### src/rtl/dlev_pkg.sv
package dlev_pkg;
  localparam int unsigned NCH = 4;
  // channel lanes; pairing depends on this order
  localparam int unsigned CH_X1 = 0;
  localparam int unsigned CH_X2 = 1;
  localparam int unsigned CH_Y1 = 2;
  localparam int unsigned CH_Y2 = 3;
  localparam int unsigned NPAIR = NCH / 2;

  typedef enum logic [1:0] {
    ST_GATHER = 2'd0,
    ST_LOAD   = 2'd1,
    ST_FOLD   = 2'd2,
    ST_EMIT   = 2'd3
  } dlev_state_e;
endpackage

### src/rtl/dlev_hit_slot.sv
module dlev_hit_slot #(
  parameter int unsigned TS_W = 17
) (
  input  logic            clk,
  input  logic            rst_n,
  input  logic            clr,
  input  logic            take,
  input  logic [TS_W-1:0] ts_in,
  output logic            held,
  output logic [TS_W-1:0] ts_q
);

  always_ff @(posedge clk or negedge rst_n) begin
    if (!rst_n) begin
      held <= 1'b0;
      ts_q <= '0;
    end else if (clr) begin
      held <= 1'b0;
    end else if (take) begin
      held <= 1'b1;
      ts_q <= ts_in;
    end
  end


  dup_drop_chk: assert property (@(posedge clk) disable iff (!rst_n)
    held && take |-> clr);


  ts_keep_chk: assert property (@(posedge clk) disable iff (!rst_n)
    held && !clr |=> $stable(ts_q));

endmodule

### src/rtl/dlev_fold.sv
module dlev_fold #(
  parameter int unsigned W = 18
) (
  input  logic         clk,
  input  logic         rst_n,
  input  logic         start,
  input  logic [W-1:0] dividend,
  input  logic [W-1:0] period,
  output logic         busy,
  output logic [W-1:0] rem
);
  localparam int unsigned CW = $clog2(W + 1);

  logic [W-1:0]  d_q;
  logic [W-1:0]  p_q;
  logic [W:0]    r_q;
  logic [W:0]    r_sh;
  logic [W:0]    r_nx;
  logic [CW-1:0] cnt_q;

  // restoring remainder, one dividend bit per cycle; period 0 yields the dividend
  always_comb begin
    r_sh = {r_q[W-1:0], d_q[W-1]};
    r_nx = (r_sh >= {1'b0, p_q}) ? (r_sh - {1'b0, p_q}) : r_sh;
  end

  always_ff @(posedge clk or negedge rst_n) begin
    if (!rst_n) begin
      busy  <= 1'b0;
      d_q   <= '0;
      p_q   <= '0;
      r_q   <= '0;
      cnt_q <= '0;
    end else if (start) begin
      busy  <= 1'b1;
      d_q   <= dividend;
      p_q   <= period;
      r_q   <= '0;
      cnt_q <= CW'(W);
    end else if (busy) begin
      d_q   <= {d_q[W-2:0], 1'b0};
      r_q   <= r_nx;
      cnt_q <= cnt_q - 1'b1;
      if (cnt_q == CW'(1)) busy <= 1'b0;
    end
  end

  assign rem = r_q[W-1:0];


  fold_range_chk: assert property (@(posedge clk) disable iff (!rst_n)
    $fell(busy) && (p_q != '0) |-> rem < p_q);


  rem_fit_chk: assert property (@(posedge clk) disable iff (!rst_n)
    !busy |-> r_q[W] == 1'b0);

endmodule

### src/rtl/dlev_event_builder.sv
module dlev_event_builder
  import dlev_pkg::*;
#(
  parameter int unsigned TS_W  = 17,
  parameter int unsigned WIN_W = 8,
  parameter int unsigned CNT_W = 16,
  localparam int unsigned PAIR_W = TS_W + 1,
  localparam int unsigned ALL_W  = TS_W + 2,
  localparam int unsigned DIFF_W = TS_W + 1
) (
  input  logic                  clk,
  input  logic                  rst_n,
  input  logic [NCH-1:0]        hit_valid,
  input  logic [NCH*TS_W-1:0]   hit_ts,
  output logic                  hit_ready,
  input  logic [WIN_W-1:0]      cfg_window,
  input  logic [PAIR_W-1:0]     cfg_ofs_pair,
  input  logic [ALL_W-1:0]      cfg_ofs_all,
  input  logic                  cfg_fold_en,
  input  logic [PAIR_W-1:0]     cfg_period_pair,
  input  logic [ALL_W-1:0]      cfg_period_all,
  output logic                  ev_valid,
  input  logic                  ev_ready,
  output logic [DIFF_W-1:0]     ev_x,
  output logic [DIFF_W-1:0]     ev_y,
  output logic [PAIR_W-1:0]     ev_tsumx,
  output logic [PAIR_W-1:0]     ev_tsumy,
  output logic [ALL_W-1:0]      ev_tall,
  output logic [CNT_W-1:0]      cnt_incomplete,
  output logic [CNT_W-1:0]      cnt_multihit
);

  dlev_state_e      state_q;
  logic [NCH-1:0]   acc;
  logic [NCH-1:0]   held;
  logic [NCH-1:0]   nheld;
  logic [TS_W-1:0]  lane_ts [NCH];
  logic [TS_W-1:0]  slot_ts [NCH];
  logic             dup;
  logic             full;
  logic             expire;
  logic             clr_slots;
  logic [WIN_W-1:0] win_cnt;
  logic [WIN_W-1:0] elapsed;
  logic             fold_start;
  logic [NPAIR-1:0] pair_busy;
  logic [PAIR_W-1:0] pair_sum [NPAIR];
  logic [PAIR_W-1:0] pair_rem [NPAIR];
  logic [ALL_W-1:0]  all_sum;
  logic              all_busy;
  logic [PAIR_W-1:0] per_pair;
  logic [ALL_W-1:0]  per_all;

  assign hit_ready = (state_q == ST_GATHER);
  assign ev_valid  = (state_q == ST_EMIT);
  assign acc       = hit_valid & {NCH{hit_ready}};

  // coincidence bookkeeping for the current cycle
  always_comb begin
    nheld   = held | acc;
    dup     = |(held & acc);
    full    = &nheld;
    elapsed = (held == '0) ? '0 : win_cnt;
    expire  = (|nheld) && (elapsed == cfg_window);
  end

  assign clr_slots = ((state_q == ST_GATHER) && (dup || (!full && expire))) ||
                     ((state_q == ST_EMIT) && ev_ready);

  genvar gi;
  generate
    for (gi = 0; gi < NCH; gi++) begin : g_slot
      assign lane_ts[gi] = hit_ts[gi*TS_W +: TS_W];
      dlev_hit_slot #(.TS_W(TS_W)) slot_i (
        .clk   (clk),
        .rst_n (rst_n),
        .clr   (clr_slots),
        .take  (acc[gi]),
        .ts_in (lane_ts[gi]),
        .held  (held[gi]),
        .ts_q  (slot_ts[gi])
      );
    end
  endgenerate

  // window counter: cycles elapsed since the first hit of the open event
  always_ff @(posedge clk or negedge rst_n) begin
    if (!rst_n) begin
      win_cnt <= '0;
    end else if (clr_slots || state_q != ST_GATHER || !(|nheld)) begin
      win_cnt <= '0;
    end else begin
      win_cnt <= elapsed + 1'b1;
    end
  end

  // control FSM and drop counters
  always_ff @(posedge clk or negedge rst_n) begin
    if (!rst_n) begin
      state_q        <= ST_GATHER;
      cnt_incomplete <= '0;
      cnt_multihit   <= '0;
    end else begin
      unique case (state_q)
        ST_GATHER: begin
          if (dup) begin
            if (cnt_multihit != '1) cnt_multihit <= cnt_multihit + 1'b1;
          end else if (full) begin
            state_q <= ST_LOAD;
          end else if (expire) begin
            if (cnt_incomplete != '1) cnt_incomplete <= cnt_incomplete + 1'b1;
          end
        end
        ST_LOAD: state_q <= ST_FOLD;
        ST_FOLD: if (!(|pair_busy) && !all_busy) state_q <= ST_EMIT;
        ST_EMIT: if (ev_ready) state_q <= ST_GATHER;
        default: state_q <= ST_GATHER;
      endcase
    end
  end

  // positions
  always_ff @(posedge clk or negedge rst_n) begin
    if (!rst_n) begin
      ev_x <= '0;
      ev_y <= '0;
    end else if (state_q == ST_LOAD) begin
      ev_x <= {1'b0, slot_ts[CH_X1]} - {1'b0, slot_ts[CH_X2]};
      ev_y <= {1'b0, slot_ts[CH_Y1]} - {1'b0, slot_ts[CH_Y2]};
    end
  end

  // time sums, offset removal and optional folding
  assign fold_start = (state_q == ST_LOAD);
  assign per_pair   = cfg_fold_en ? cfg_period_pair : '0;
  assign per_all    = cfg_fold_en ? cfg_period_all  : '0;

  generate
    for (gi = 0; gi < NPAIR; gi++) begin : g_pair
      assign pair_sum[gi] = {1'b0, slot_ts[2*gi]} + {1'b0, slot_ts[2*gi+1]} - cfg_ofs_pair;
      dlev_fold #(.W(PAIR_W)) fold_i (
        .clk      (clk),
        .rst_n    (rst_n),
        .start    (fold_start),
        .dividend (pair_sum[gi]),
        .period   (per_pair),
        .busy     (pair_busy[gi]),
        .rem      (pair_rem[gi])
      );
    end
  endgenerate

  assign all_sum = {2'b0, slot_ts[CH_X1]} + {2'b0, slot_ts[CH_X2]} +
                   {2'b0, slot_ts[CH_Y1]} + {2'b0, slot_ts[CH_Y2]} - cfg_ofs_all;

  dlev_fold #(.W(ALL_W)) fold_all_i (
    .clk      (clk),
    .rst_n    (rst_n),
    .start    (fold_start),
    .dividend (all_sum),
    .period   (per_all),
    .busy     (all_busy),
    .rem      (ev_tall)
  );

  assign ev_tsumx = pair_rem[0];
  assign ev_tsumy = pair_rem[1];


  out_hold_chk: assert property (@(posedge clk) disable iff (!rst_n)
    ev_valid && !ev_ready |=> ev_valid && $stable(ev_x) && $stable(ev_y) &&
      $stable(ev_tsumx) && $stable(ev_tsumy) && $stable(ev_tall));


  emit_full_chk: assert property (@(posedge clk) disable iff (!rst_n)
    state_q == ST_LOAD |-> &held);


  inc_step_chk: assert property (@(posedge clk) disable iff (!rst_n)
    1'b1 |=> (cnt_incomplete - $past(cnt_incomplete)) <= CNT_W'(1));


  mh_excl_chk: assert property (@(posedge clk) disable iff (!rst_n)
    cnt_multihit != $past(cnt_multihit) |-> cnt_incomplete == $past(cnt_incomplete));


  fold_idle_chk: assert property (@(posedge clk) disable iff (!rst_n)
    ev_valid |-> !(|pair_busy) && !all_busy);

endmodule

### config.mk
export PLATFORM = sky130hd
export DESIGN_NAME = dlev_event_builder
export DESIGN_NICKNAME = d
export VERILOG_FILES = /design/src/rtl/dlev_pkg.sv /design/src/rtl/dlev_hit_slot.sv /design/src/rtl/dlev_fold.sv /design/src/rtl/dlev_event_builder.sv
export SDC_FILE = /design/constraint.sdc
export NUM_CORES = 1
export LEC_CHECK = 0
export CORE_MARGIN = 5
export CORE_UTILIZATION = 25
export DETAILED_ROUTE_END_ITERATION = 8
export DONT_BUFFER_PORTS = 1
export PLACE_DENSITY_LB_ADDON = 0.12
export SLEW_MARGIN = 10
export SYNTH_ARGS = -nofsm -noshare
export SYNTH_HDL_FRONTEND = slang
export SYNTH_SLANG_ARGS = --single-unit
### constraint.sdc
create_clock -name clk -period 4.6 [get_ports clk]
set_input_delay 0.46 -clock clk [delete_from_list [all_inputs] [get_ports clk]]
set_output_delay 0.46 -clock clk [all_outputs]
set_load 0.005 [all_outputs]
==> summary.txt <==
Run status
  – Status: complete, but fails checks
  – Failing checks: negative hold slack

Layout
  – Layout filler cell count: 9387
  – Area grow syn2layout: 17.4%
  – # nets final: 2854
  – Layout cells sized above 1: 0.0745
  – Commonest non-fill, non-tap cell in the layout: dfrtp_1
  – Most frequent cells in the layout: 312 x dfrtp_1, 291 x inv_1, 180 x nor2_1

Drt
  – DR DRC count: 0
  – Via count: ~17000
  – Final wirelength: slightly below 70000 um
  – DR pass1 iterations: 5
  – ANT nets after route: 0
  – Via density: 4.62
  – DRT iter0 DRCs: 826
  – Routed wire per std cell: between 15 and 20 um

Yosys
  – #FFs+latches synth: between 300 and 400
  – Count of cell types in the netlist: between 80 and 90
  – Syn_area_per_cell: around 9.5 um^2
  – Register area share after synthesis: 0.351
  – Synthesized cell area: roughly 22000 um^2
  – Syn Inst Count: about 2400
  – Syn Nets: roughly 2800
  – Main synth FF type: dfrtp_1
  – EDFF count, synth: 0
  – Async SR Flop Fraction: 1.00
  – Synth warn: 0

Clock network
  – CTS Buffer Depth: 3
  – Clock latency on the worst-skew pair: about 0.6 ns
  – Num CTS Buffers: between 40 and 50
  – Clock slew at reported path FFs: about 0.06 ns
  – CTS root buffer: clkbuf_16
  – CTS sink cnt: approximately 320
  – Setup bufs post-CTS: 0
  – CTS tree: done
  – H-tree Lvls: 2
  – Hold buffers post-CTS: ~100

Worst hold path
  – Worst hold path class: in -> async

Timing
  – Worst-Margin Slew: 1.08 ns
  – Final Max Tran Viols: 0
  – Endpoints failing setup: 0
  – Clk_skew: ~0.021 ns
  – Post-route setup slack: ~0.36 ns
  – Min Tclk post-route: approximately 4.2 ns
  – Setup TNS Final: 0 ns
  – Fmax: 236 MHz
  – Smallest hold slack: -0.417 ns
  – Worst slew margin: 0.280
  – Final Hold Fails: 315
  – Fin crit share: 0.923
  – RSZ-0062 raised after global routing: no

Global route
  – All-Layer GR Usage: 0.143
  – Gr ovfl total: 0
  – Vias in the first global route: between 15000 and 20000
  – Largest net degree at the start of global routing: approximately 320
  – Global-route wire length before repair: 107000 um
  – Initial antenna violation count: 1

Place
  – Placer Congestion: roughly 0.76
  – Pre-CTS setup slack: 0.0668 ns
  – PortBufs: 0
  – Final HPWL DP: between 50000 and 60000 um

Worst setup path
  – Reg-to-reg endpoint: fold_all_i.d_q[17]
  – Reg2Reg Setup Slack: about 0.36 ns
  – Critical path class: reg -> reg
  – Worst path arrival time: roughly 4.7 ns
  – Worst EP required: roughly 5 ns
  – Reg-to-Reg Start: g_slot[0].slot_i.ts_q[1]
  – CP Capture Type: register
  – Worst Setup SP: g_slot[0].slot_i.ts_q[1]
  – Reg2Reg Depth: 16
  – CP max FO: 4
  – CP startpoint kind: register
  – CP Capture Point: fold_all_i.d_q[17]

Die
  – Core area: roughly 90000 um^2
  – Top Ports: ~280
  – Die ar.: between 90000 and 100000 um^2
  – Rows: 110
  – Die Wd: between 300 and 400 um
  – Initial core utilization: 0.251
  – Die height: roughly 310 um

Run
  – Maxcap violations: 0
## how the worst min path moves through the flow
stage                     startpoint            endpoint  slack (ns)  cells after the start
after floorplan                rst_n   cnt_incomplete[0]        0.16                      0
after global placement         rst_n  fold_all_i.r_q[13]        0.18                      0
after detailed placement       rst_n  fold_all_i.p_q[14]        0.18                      0
after CTS                      rst_n  fold_all_i.p_q[14]       -0.49                      0
after global routing           rst_n  fold_all_i.p_q[14]       -0.47                      0
final                          rst_n  fold_all_i.p_q[14]       -0.42                      0
## critical path, stage by stage (launching register included)
cell and delay [ns]:
dfrtp_1 0.42, fa_1 0.51, fa_1 0.53, inv_1 0.06, fa_1 0.50, inv_1 0.04
ha_1 0.23, inv_1 0.08, fa_1 0.21, nor2b_1 0.08, o31ai_2 0.29, a21oi_1 0.22
o211ai_1 0.23, nand2_1 0.15, a21o_1 0.21, o2111a_1 0.23, a211oi_1 0.18
## final cells by class
cell class / count / area (um^2) / area share
timing repair buffer: 121 / 1180 / 0.0448
sequential: 315 / 7890 / 0.299
clock buffer: 69 / 1390 / 0.0526
antenna: 1 / 2.50 / 0.0000949
clock inverter: 15 / 183 / 0.00692
tap: 1176 / 1470 / 0.0558
multi-input combinational: 1672 / 13200 / 0.499
inverter: 292 / 1100 / 0.0416
## cells in the mapped netlist (13+ instances only)
cell / instances / area, um^2
a21oi_1: 93 / 465
mux2_2: 53 / 597
inv_1: 292 / 1100
mux2_1: 40 / 450
a21o_1: 21 / 158
nor2b_1: 25 / 156
dfrtp_1: 315 / 7880
nand2_1: 169 / 634
ha_1: 159 / 1990
nand2b_1: 25 / 156
o21ai_0: 138 / 691
xnor2_1: 95 / 832
nor4_1: 17 / 106
a211oi_1: 57 / 428
fa_1: 89 / 1780
clkbuf_1: 54 / 203
mux2i_1: 75 / 751
xor2_1: 44 / 385
o31ai_1: 22 / 165
nor3_1: 44 / 220
o21a_1: 42 / 315
nand3_1: 51 / 255
and3_1: 15 / 93.8
nand4_1: 18 / 113
nor2_1: 180 / 676
or3_1: 13 / 81.3
## layer usage
layer	GRT usage	routed length, um	vias to the layer above
met1	0.178	29800	8196
met4	0.0337	1480	0
met2	0.249	33900	274
met5	0	0	-
li1	-	-	8383
met3	0.0365	3760	77
## cell families (layout without fill, tap and decap cells)
kind of cell / after synthesis / after routing / share of synthesized area
xor+xnor: 139 / 139 / 0.0542
other cells: 0 / 1 / 0
simple gates: 615 / 615 / 0.135
mux: 168 / 168 / 0.0800
fa+ha+maj: 248 / 248 / 0.168
flops: 315 / 315 / 0.351
buf+inv: 367 / 497 / 0.0642
compound gates: 502 / 502 / 0.148
## metrics by stage
| stage | cells | cell area (um^2) | hold WS (ns) | util |
|---|---|---|---|---|
| after CTS | 3660 | 26400 | -0.492 | 0.294 |
| final | 3661 | 26400 | -0.417 | 0.294 |
| after global routing | 3660 | 26400 | -0.472 | 0.294 |
| after floorplan | 2354 | 22500 | 0.164 | - |
| after detailed placement | 3472 | 23800 | 0.184 | 0.265 |
| after global placement | 3472 | 23800 | 0.179 | 0.265 |
## flip-flops by register name, summed over array words and instances (netlist names), 5 cells and up
register             count
g_pair.fold_i.d_q       36
g_pair.fold_i.p_q       18
fold_all_i.p_q          19
g_pair.fold_i.cnt_q     10
cnt_multihit            16
cnt_incomplete          16
ev_y                    18
fold_all_i.d_q          19
fold_all_i.r_q          19
win_cnt                  8
g_pair.fold_i.r_q       36
ev_x                    18
fold_all_i.cnt_q         5
g_slot.slot_i.ts_q      68
## repair_timing
| item | in CTS | in global routing |
|---|---|---|
| hold endpoints to repair | 419 | 315 |
| resized for setup | 0 | 2 |
| endpoints found under the setup margin | 0 | 2 |
Power is left out: the tool's default activity adds up to more than one toggle a clock period on the data nets, which glitch-free logic cannot reach.
